File: src/rtl/i2c_rb_pkg.sv
package i2c_rb_pkg;
    localparam int BYTE_W = 8;

    typedef enum logic [2:0] {
        PH_IDLE = 3'd0,
        PH_RX   = 3'd1,
        PH_ACK  = 3'd2,
        PH_TX   = 3'd3,
        PH_MACK = 3'd4
    } phase_e;

    typedef enum logic [1:0] {
        BY_ADDR = 2'd0,
        BY_PTR  = 2'd1,
        BY_DATA = 2'd2
    } bkind_e;
endpackage

File: src/rtl/i2c_rb_sync.sv
module i2c_rb_sync #(
    parameter int W      = 2,
    parameter int STAGES = 2
) (
    input  logic         clk,
    input  logic         rst_n,
    input  logic [W-1:0] d_in,
    output logic [W-1:0] d_out
);
    logic [W-1:0] chain_q [STAGES];

    always_ff @(posedge clk or negedge rst_n) begin
        if (!rst_n) begin
            for (int i = 0; i < STAGES; i++) chain_q[i] <= '1;
        end else begin
            chain_q[0] <= d_in;
            for (int i = 1; i < STAGES; i++) chain_q[i] <= chain_q[i-1];
        end
    end

    assign d_out = chain_q[STAGES-1];
endmodule

File: src/rtl/i2c_rb_cond.sv
module i2c_rb_cond (
    input  logic clk,
    input  logic rst_n,
    input  logic scl_s,
    input  logic sda_s,
    output logic scl_rise,
    output logic scl_fall,
    output logic start_evt,
    output logic stop_evt
);
    logic scl_q, sda_q;

    always_ff @(posedge clk or negedge rst_n) begin
        if (!rst_n) begin
            scl_q <= 1'b1;
            sda_q <= 1'b1;
        end else begin
            scl_q <= scl_s;
            sda_q <= sda_s;
        end
    end

    assign scl_rise  = scl_s & ~scl_q;
    assign scl_fall  = ~scl_s & scl_q;
    assign start_evt = scl_s & scl_q & sda_q & ~sda_s;
    assign stop_evt  = scl_s & scl_q & ~sda_q & sda_s;
endmodule

File: src/rtl/i2c_rb_snap.sv
module i2c_rb_snap #(
    parameter int BYTES = 7,
    parameter int AW    = 5
) (
    input  logic                  clk,
    input  logic                  rst_n,
    input  logic                  cap,
    input  logic [BYTES*8-1:0]    live,
    input  logic [AW-1:0]         idx,
    output logic [7:0]            rd_byte
);
    logic [7:0] hold_q [BYTES];

    for (genvar g = 0; g < BYTES; g++) begin : g_byte
        always_ff @(posedge clk or negedge rst_n) begin
            if (!rst_n)   hold_q[g] <= '0;
            else if (cap) hold_q[g] <= live[g*8 +: 8];
        end
    end

    always_comb begin
        rd_byte = '0;
        for (int i = 0; i < BYTES; i++) begin
            if (idx == AW'(i)) rd_byte = hold_q[i];
        end
    end
endmodule

File: src/rtl/i2c_regbank_slave.sv
module i2c_regbank_slave
    import i2c_rb_pkg::*;
#(
    parameter logic [6:0] DEV_ADDR    = 7'b1101000,
    parameter int         NREGS       = 17,
    parameter int         TIME_BYTES  = 7,
    parameter int         SYNC_STAGES = 2,
    parameter int         TIMEOUT_CYC = 3_500_000
) (
    input  logic                       clk,
    input  logic                       rst_n,
    input  logic                       scl_in,
    input  logic                       sda_in,
    output logic                       sda_pull,
    input  logic [TIME_BYTES*8-1:0]    live_time,
    output logic [$clog2(NREGS)-1:0]   reg_addr,
    input  logic [7:0]                 reg_rdata,
    output logic                       wr_en,
    output logic [$clog2(NREGS)-1:0]   wr_addr,
    output logic [7:0]                 wr_data
);
    localparam int AW   = $clog2(NREGS);
    localparam int TW   = $clog2(TIMEOUT_CYC + 1);
    localparam int LAST = NREGS - 1;

    typedef struct packed {
        phase_e              ph;
        bkind_e              kind;
        logic                rd;
        logic [3:0]          cnt;
        logic [BYTE_W-1:0]   sh;
        logic [AW-1:0]       ptr;
        logic                pull;
        logic                mack;
        logic                wr_en;
        logic [AW-1:0]       wr_addr;
        logic [BYTE_W-1:0]   wr_data;
        logic [TW-1:0]       tcnt;
    } state_t;

    state_t st_d, st_q;

    logic scl_s, sda_s;
    logic scl_rise, scl_fall, start_evt, stop_evt;
    logic wrap_now, snap_cap, engaged, to_hit;
    logic [AW-1:0] ptr_inc;
    logic [7:0] snap_byte, tx_byte;

    i2c_rb_sync #(.W(2), .STAGES(SYNC_STAGES)) u_sync (
        .clk   (clk),
        .rst_n (rst_n),
        .d_in  ({scl_in, sda_in}),
        .d_out ({scl_s, sda_s})
    );

    i2c_rb_cond u_cond (
        .clk       (clk),
        .rst_n     (rst_n),
        .scl_s     (scl_s),
        .sda_s     (sda_s),
        .scl_rise  (scl_rise),
        .scl_fall  (scl_fall),
        .start_evt (start_evt),
        .stop_evt  (stop_evt)
    );

    assign snap_cap = start_evt | stop_evt | wrap_now;

    i2c_rb_snap #(.BYTES(TIME_BYTES), .AW(AW)) u_snap (
        .clk     (clk),
        .rst_n   (rst_n),
        .cap     (snap_cap),
        .live    (live_time),
        .idx     (st_q.ptr),
        .rd_byte (snap_byte)
    );

    assign ptr_inc = (st_q.ptr == AW'(LAST)) ? '0 : st_q.ptr + 1'b1;
    assign tx_byte = (st_q.ptr < AW'(TIME_BYTES)) ? snap_byte : reg_rdata;
    assign engaged = (st_q.ph != PH_IDLE);
    assign to_hit  = engaged && !scl_s && (st_q.tcnt == TW'(TIMEOUT_CYC));

    always_comb begin
        st_d       = st_q;
        st_d.wr_en = 1'b0;
        wrap_now   = 1'b0;
        st_d.tcnt  = (engaged && !scl_s) ? st_q.tcnt + 1'b1 : '0;

        if (start_evt) begin
            st_d.ph   = PH_RX;
            st_d.kind = BY_ADDR;
            st_d.cnt  = '0;
            st_d.pull = 1'b0;
            st_d.tcnt = '0;
        end else if (stop_evt || to_hit) begin
            st_d.ph   = PH_IDLE;
            st_d.pull = 1'b0;
            st_d.tcnt = '0;
        end else begin
            unique case (st_q.ph)
                PH_RX: begin
                    if (scl_rise && st_q.cnt < 4'd8) begin
                        st_d.sh  = {st_q.sh[BYTE_W-2:0], sda_s};
                        st_d.cnt = st_q.cnt + 4'd1;
                    end else if (scl_fall && st_q.cnt == 4'd8) begin
                        unique case (st_q.kind)
                            BY_ADDR: begin
                                if (st_q.sh[7:1] == DEV_ADDR) begin
                                    st_d.rd   = st_q.sh[0];
                                    st_d.kind = BY_PTR;
                                    st_d.ph   = PH_ACK;
                                    st_d.pull = 1'b1;
                                end else begin
                                    st_d.ph = PH_IDLE;
                                end
                            end
                            BY_PTR: begin
                                st_d.ptr  = (st_q.sh > BYTE_W'(LAST)) ? '0 : st_q.sh[AW-1:0];
                                st_d.kind = BY_DATA;
                                st_d.ph   = PH_ACK;
                                st_d.pull = 1'b1;
                            end
                            default: begin
                                st_d.wr_en   = 1'b1;
                                st_d.wr_addr = st_q.ptr;
                                st_d.wr_data = st_q.sh;
                                st_d.ptr     = ptr_inc;
                                wrap_now     = (st_q.ptr == AW'(LAST));
                                st_d.ph      = PH_ACK;
                                st_d.pull    = 1'b1;
                            end
                        endcase
                    end
                end
                PH_ACK: begin
                    if (scl_fall) begin
                        st_d.cnt = '0;
                        if (st_q.rd) begin
                            st_d.sh   = tx_byte;
                            st_d.pull = ~tx_byte[7];
                            st_d.ptr  = ptr_inc;
                            wrap_now  = (st_q.ptr == AW'(LAST));
                            st_d.ph   = PH_TX;
                        end else begin
                            st_d.pull = 1'b0;
                            st_d.ph   = PH_RX;
                        end
                    end
                end
                PH_TX: begin
                    if (scl_rise && st_q.cnt < 4'd8) begin
                        st_d.cnt = st_q.cnt + 4'd1;
                    end else if (scl_fall) begin
                        if (st_q.cnt == 4'd8) begin
                            st_d.pull = 1'b0;
                            st_d.ph   = PH_MACK;
                        end else begin
                            st_d.sh   = {st_q.sh[BYTE_W-2:0], 1'b0};
                            st_d.pull = ~st_q.sh[6];
                        end
                    end
                end
                PH_MACK: begin
                    if (scl_rise) begin
                        st_d.mack = ~sda_s;
                    end else if (scl_fall) begin
                        if (st_q.mack) begin
                            st_d.cnt  = '0;
                            st_d.sh   = tx_byte;
                            st_d.pull = ~tx_byte[7];
                            st_d.ptr  = ptr_inc;
                            wrap_now  = (st_q.ptr == AW'(LAST));
                            st_d.ph   = PH_TX;
                        end else begin
                            st_d.ph = PH_IDLE;
                        end
                    end
                end
                default: ;
            endcase
        end
    end

    always_ff @(posedge clk or negedge rst_n) begin
        if (!rst_n) st_q <= '0;
        else        st_q <= st_d;
    end

    assign sda_pull = st_q.pull;
    assign reg_addr = st_q.ptr;
    assign wr_en    = st_q.wr_en;
    assign wr_addr  = st_q.wr_addr;
    assign wr_data  = st_q.wr_data;
endmodule

File: config.mk
export PLATFORM = sky130hd
export DESIGN_NAME = i2c_regbank_slave
export DESIGN_NICKNAME = d
export VERILOG_FILES = /design/src/rtl/i2c_rb_pkg.sv /design/src/rtl/i2c_rb_sync.sv /design/src/rtl/i2c_rb_cond.sv /design/src/rtl/i2c_rb_snap.sv /design/src/rtl/i2c_regbank_slave.sv
export SDC_FILE = /design/constraint.sdc
export NUM_CORES = 1
export LEC_CHECK = 0
export BUFFER_PORTS_ARGS = -buffer_cell sky130_fd_sc_hd__buf_2
export CAP_MARGIN = 20
export CORE_ASPECT_RATIO = 1.75
export CORE_MARGIN = 3
export CORE_UTILIZATION = 30
export CTS_BUF_LIST = sky130_fd_sc_hd__clkbuf_2 sky130_fd_sc_hd__clkbuf_4 sky130_fd_sc_hd__clkbuf_8
export CTS_CLUSTER_DIAMETER = 100
export CTS_CLUSTER_SIZE = 28
export DETAILED_ROUTE_END_ITERATION = 7
export GPL_TIMING_DRIVEN = 0
export PLACE_DENSITY_LB_ADDON = 0.3
export SYNTH_ARGS = -nofsm -noshare
export SYNTH_HDL_FRONTEND = slang
export SYNTH_SLANG_ARGS = --single-unit
File: constraint.sdc
create_clock -name clk -period 3 [get_ports clk]
set_input_delay 0.6 -clock clk [delete_from_list [all_inputs] [get_ports clk]]
set_output_delay 0.6 -clock clk [all_outputs]
set_load 0.01 [all_outputs]
# Yosys cells after proc, flatten, opt, wreduce, memory -nomap -nowiden

Index checks and enable logic that the tools add are counted.

Mux-type cells: 75
Bitwise gates (word level): 19
Add/subtract/negate cells: 3
Order comparisons: 3
Eq/ne operators: 46
Reductions and logical operators: 26

Operator list:

| operator                                      | number |
|---|---|
| 2-to-1 mux 8 bit                              | 11 |
| 2-to-1 mux 14 bit                             | 6 |
| 2-to-1 mux 18 bit                             | 4 |
| 2-to-1 mux 22 bit                             | 3 |
| one-hot mux 12 bit (4 select lines)           | 1 |
| != test 4 bit, second input constant          | 9 |
| != test 2 bit, second input constant          | 14 |
| 2-to-1 mux 3 bit                              | 9 |
| 2-to-1 mux 6 bit                              | 4 |
| adder 22 x 1 -> 22 bit, second input constant | 1 |
| == test 22 bit, second input constant         | 1 |
| != test 3 bit, second input constant          | 7 |
| 2-to-1 mux 20 bit                             | 1 |
| 2-to-1 mux 1 bit                              | 19 |
| == test 5 x 3 -> 1 bit, second input constant | 3 |
| 2-to-1 mux 5 bit                              | 3 |
| one-hot mux 5 bit (3 select lines)            | 1 |
| 2-to-1 mux 13 bit                             | 1 |
| 2-to-1 mux 12 bit                             | 1 |
| one-hot mux 3 bit (4 select lines)            | 1 |
| AND reduction 12 bit                          | 1 |
| AND reduction 6 bit                           | 2 |
| AND reduction 11 bit                          | 1 |
| == test 5 x 2 -> 1 bit, second input constant | 2 |
| other kinds (39)                              | 66 |

Logic and storage cells: 195
Bits of input ports: 68
Output and inout port bits: 20
Register bits: 123

# Longest topological paths before layout

Word-level depth: 16
Depth in mapped cells: 11
Gate-level depth less buffers: 8

# Cells and area by module

From an unflattened synthesis, not the netlist that was laid out.

Cell total of the unflattened synthesis: 609
Area, all modules: 6546.3 µm²

By module, submodules not included:

| module            | cells an instance | area an instance (µm²) | sequential area each (µm²) | instances |
|---|---|---|---|---|
| i2c_regbank_slave | 375               | 3621.0                 | 1526.5                     | 1 |
| i2c_rb_snap       | 222               | 2720.1                 | 1401.3                     | 1 |
| i2c_rb_sync       | 6                 | 120.1                  | 105.1                      | 1 |
| i2c_rb_cond       | 6                 | 85.1                   | 52.6                       | 1 |

# Worst setup path before layout

OpenSTA, ideal clock, no wires.

Path type: register -> register
Start point: register st_q, in the netlist reg_addr[0]
End point: register st_q[43] (netlist name)
Cell stages (with the launch flop): 9
Period minus slack after synthesis: 2.200 ns
Path slack: 0.800 ns
Library setup time: 0.088 ns
Data arrival time: 2.112 ns
Cells stage by stage: dfrtp_1 > inv_1 > ha_1 > buf_2 > inv_1 > a2111oi_0 > a21oi_1 > nand4b_1 > a41oi_1

Longest elaborated chain between the ends: 13
Elaborated cells on any way between the ends: 22
Classes of those cells: 1 x order compare; 6 x eq/ne; 14 x mux; 1 x reduce/logical

RTL lines:

| item                                  | RTL line                 | text |
|---|---|---|
| start, declared                       | i2c_regbank_slave.sv:41  | `state_t st_d, st_q;` |
| start signal, assigned                | i2c_regbank_slave.sv:186 | `else st_q <= st_d;` |
| logical NOT 5 bit                     | i2c_rb_snap.sv:24        | `if (idx == AW'(i)) rd_byte = hold_q[i];` |
| 2-to-1 mux 8 bit (7 in a row)         | i2c_rb_snap.sv:24        |  |
| 2-to-1 mux 8 bit *                    | i2c_regbank_slave.sv:79  | `assign tx_byte = (st_q.ptr < AW'(TIME_BYTES)) ? snap_byte : reg_rdata;` |
| 2-to-1 mux 18 bit                     | i2c_regbank_slave.sv:167 | `if (st_q.mack) begin` |
| 2-to-1 mux 18 bit                     | i2c_regbank_slave.sv:166 | `end else if (scl_fall) begin` |
| 2-to-1 mux 18 bit                     | i2c_regbank_slave.sv:164 | `if (scl_rise) begin` |
| one-hot mux 12 bit (4 select lines) * | i2c_regbank_slave.sv:100 | `unique case (st_q.ph)` |

Every way passes the cells marked *; elsewhere a longest branch is shown, timed or not. The select of a mux whose other input is x is not followed.
A chain may end at the register's enable or synchronous reset.

# Worst setup path in the final report

Start point: register st_q, in the netlist reg_addr[3]
End point: register st_q, in the netlist sda_pull

Longest elaborated chain between the ends: 16
Elaborated cells on any way between the ends: 25
Classes of those cells: 1 x order compare; 6 x eq/ne; 16 x mux; 1 x bitwise; 1 x reduce/logical

RTL lines:

| item                                 | RTL line                                           | text |
|---|---|---|
| logical NOT 5 bit                    | i2c_rb_snap.sv:24                                  |  |
| 2-to-1 mux 8 bit (7 in a row)        | i2c_rb_snap.sv:24                                  |  |
| 2-to-1 mux 8 bit *                   | i2c_regbank_slave.sv:79                            |  |
| inverter 1 bit *                     | i2c_regbank_slave.sv:140, i2c_regbank_slave.sv:170 |  |
| 2-to-1 mux 18 bit                    | i2c_regbank_slave.sv:167                           |  |
| 2-to-1 mux 18 bit                    | i2c_regbank_slave.sv:166                           |  |
| 2-to-1 mux 18 bit                    | i2c_regbank_slave.sv:164                           |  |
| one-hot mux 1 bit (4 select lines) * | i2c_regbank_slave.sv:100                           |  |
| 2-to-1 mux 1 bit *                   | i2c_regbank_slave.sv:95                            | `end else if (stop_evt \|\| to_hit) begin` |
| 2-to-1 mux 1 bit *                   | i2c_regbank_slave.sv:89                            | `if (start_evt) begin` |

Marked as above.

==> metrics.yaml <==
floorplan:
  die_area_um2: 23100
  rows: 70
  die_h_um: 199
  initial_core_util_pct: 30.5
  die_x_um: 116
  core_area_um2: 20900
  ios: 88
synth:
  synth_seq_cells: 123
  syn_inst: 588
  synth_area_leaders: "dfrtp_1, mux2_4, mux2_2"
  synth_cell_types: 66
  synth_area_um2: 6380
  synthFlopType: "dfrtp_1"
  syn_area_per_cell_um2: 10.8
  synth-edff-count: 0
  yosys-top-cells-count: "dfrtp_1, nor2_1, mux2_4, nand2_1, o21ai_0"
  yosysMostFrequentCell: "dfrtp_1"
  ys_warn_count: 0
  synthAdderAreaFrac_pct: 1.57
  synth_top_area_share_pct: 45.9
  synth-compound-area-share_pct: 12.1
  synth_top_family_by_area: "multiplexers"
  synth_xor_area_share_pct: 2.88
  synthMuxAreaShare_pct: 14.9
  synthSimpleGateAreaFrac_pct: 14.1
  synth-seq-area-share_pct: 48.4
  ys_async_sr_fraction_pct: 100
  synth_fp_nets: 664
  yosysTopAreaCell: "dfrtp_1"
critical_path:
  ff2ff_path_depth: 7
  r2r_slack_ns: 0.34
  arrival_ns: 2.98
  cp.required_ns: 3.32
  crit_fanout: 10
  path_class: "flip-flop to flip-flop"
  end_kind: "flip-flop"
  crit_path_start_kind: "flip-flop"
placement:
  hpwl_um: 12600
  io_buffers: 87
  place_congestion: 0.840
  dp.cells: 929
global_route:
  grt_pass1_wl_um: 26600
  antenna_found_initial: 1
  grt_max_degree: 88
  grt.total_usage_pct: 15.1
  grt.overflow.total: 0
  grt_pass1_vias: 5082
clock_tree:
  tritoncts: "built"
  postCtsHoldBufs: 0
  clk_pin_slew_worst_paths_ns: 0.08
  numCtsBuffers: 17
  post_cts_buffers: 0
  clk_root_buffer_cell: "clkbuf_8"
  clock_sinks: 123
  postCtsResizedCells: 0
  htree_levels: 4
  cts_max_path_buffers: 2
  clk_latency_ns: 0.45
timing:
  max_freq_mhz: 376
  rsz0062_at_grt: "no"
  setup-violations-final: 0
  fin_tns_setup_ns: 0
  tightestPinTransition_ns: 0.946
  hold_viol_final: 0
  maxSlewHeadroom_pct: 36.4
  finalClockSkew_ns: 0.0150
  slew_violations: 0
  period_share_pct: 88.7
  fin_crit_ns: 2.66
drt:
  post_drt_wl_per_cell_um: 17.0
  dr.max_layer_used: "met4"
  first_pass_iters: 4
  drt-met1-wl_um: 5990
  dr_wl_met3_um: 611
  postRouteAntennaNets: 0
  wl_um: 16300
  routed_via_density: 4.94
  post-route-drc-count: 0
  wl_met2_um: 9140
  vias: 4751
  drtIter0Drc: 163
pwr:
  switching_share_pct: 25.9
  clkPwrFrac_pct: 35.1
  combinationalPowerShare_pct: 13.9
  power.density_nw_per_um2: 548
  seq_power_share_pct: 51.0
  max-vdd-ir-drop_mv: 0.365
  p_leak_nw: 3.41
  power.switching_w: 0.00107
  p_int_w: 0.00307
finish:
  utilization_pct: 36.1
  fillCellCount: 2093
  diodes: 0
  final_nets: 772
  area_growth_pct: 18.5
  drive_above_1_share_pct: 32.9
  stdcell_count: 961
outcome:
  status: "complete, no violations"
min_path:
  hp-class: "input port to asynchronous set/reset pin"
job:
  cap_violations: 0
==> power groups by stage <==
stage          registers, W  clock network (W)  logic, W
2_1_floorplan       0.00205                  0  0.000427
3_3_place_gp        0.00214                  0  0.000569
3_5_place_dp        0.00214                  0  0.000582
4_1_cts             0.00211            0.00150  0.000585
5_1_grt             0.00214            0.00157  0.000643
6_report            0.00211            0.00145  0.000574
==> final timing paths <==
| path | from | endpoint |
|---|---|---|
| setup / recovery | reg_addr[3] | sda_pull |
| setup reg to reg | reg_addr[3] | sda_pull |
| hold / removal | rst_n | wr_en |
| min in group clk | sda_in | u_sync.chain_q[2] |
| hold reg to reg | u_sync.chain_q[3] | u_sync.d_out[1] |
| max in group asynchronous | rst_n | u_sync.chain_q[3] |
==> layout make-up <==
cell class / count / area [µm²] / area share, %
sequential: 123 / 3090 / 40.8
tap: 252 / 315 / 4.17
multi-input combinational: 393 / 2910 / 38.5
clock inverter: 9 / 97.6 / 1.29
buffer: 46 / 288 / 3.81
inverter: 26 / 97.6 / 1.29
timing repair buffer: 89 / 473 / 6.26
clock buffer: 23 / 292 / 3.86
==> placed cells by master (no fill, tap or decap), types with 12 or more instances in the layout <==
cell,instances
a21oi_1,21
buf_2,91
buf_4,19
clkbuf_1,16
clkbuf_8,19
dfrtp_1,117
inv_1,25
mux2_2,28
mux2_4,40
nand2_1,40
nand3_1,17
nor2_1,45
nor3_1,14
o21ai_0,33
o22ai_1,12
xor2_1,14
==> through the flow <==
stage	total power, W	instance area [µm²]	setup slack, ns	hold slack [ns]
6_report	0.00414	7550	0.338	0.0528
4_1_cts	0.00420	7550	0.286	0.0441
3_5_place_dp	0.00272	7160	0.297	0.350
3_3_place_gp	0.00271	7130	-0.374	0.349
2_1_floorplan	0.00247	6380	0.800	0.304
5_1_grt	0.00435	7550	0.132	0.0558
==> layer usage <==
metal  GRT usage (%)  vias up
li1                -     2299
met3            3.47       35
met4            6.84        0
met2            28.3      109
met5               0        -
met1            15.4     2308
==> worst max-delay path, stage by stage (launching register included) <==
cell       delay, ns
dfrtp_1         0.39
clkbuf_1        0.24
or4_1           0.62
a221oi_1        0.26
o22ai_1         0.14
a211oi_1        0.53
a2bb2oi_1       0.28
a21oi_1         0.09
==> flip-flops by register name (all words and copies together) (netlist names) <==
| register | count |
|---|---|
| reg_addr | 5 |
| sda_pull | 1 |
| st_q | 41 |
| u_cond.scl_q | 1 |
| u_cond.sda_q | 1 |
| u_snap.hold_q | 56 |
| u_sync.chain_q | 2 |
| u_sync.d_out | 2 |
| wr_addr | 5 |
| wr_data | 8 |
| wr_en | 1 |
==> logic make-up after synthesis <==
group / after synthesis
muxes: 71
and+or+nand+nor: 175
adders and majority gates: 8
DFF: 123
AOI/OAI and AO/OA: 118
buffers and inverters: 72
xor gates and xnor gates: 21
Note: power is estimated with default switching activity, not from simulation.
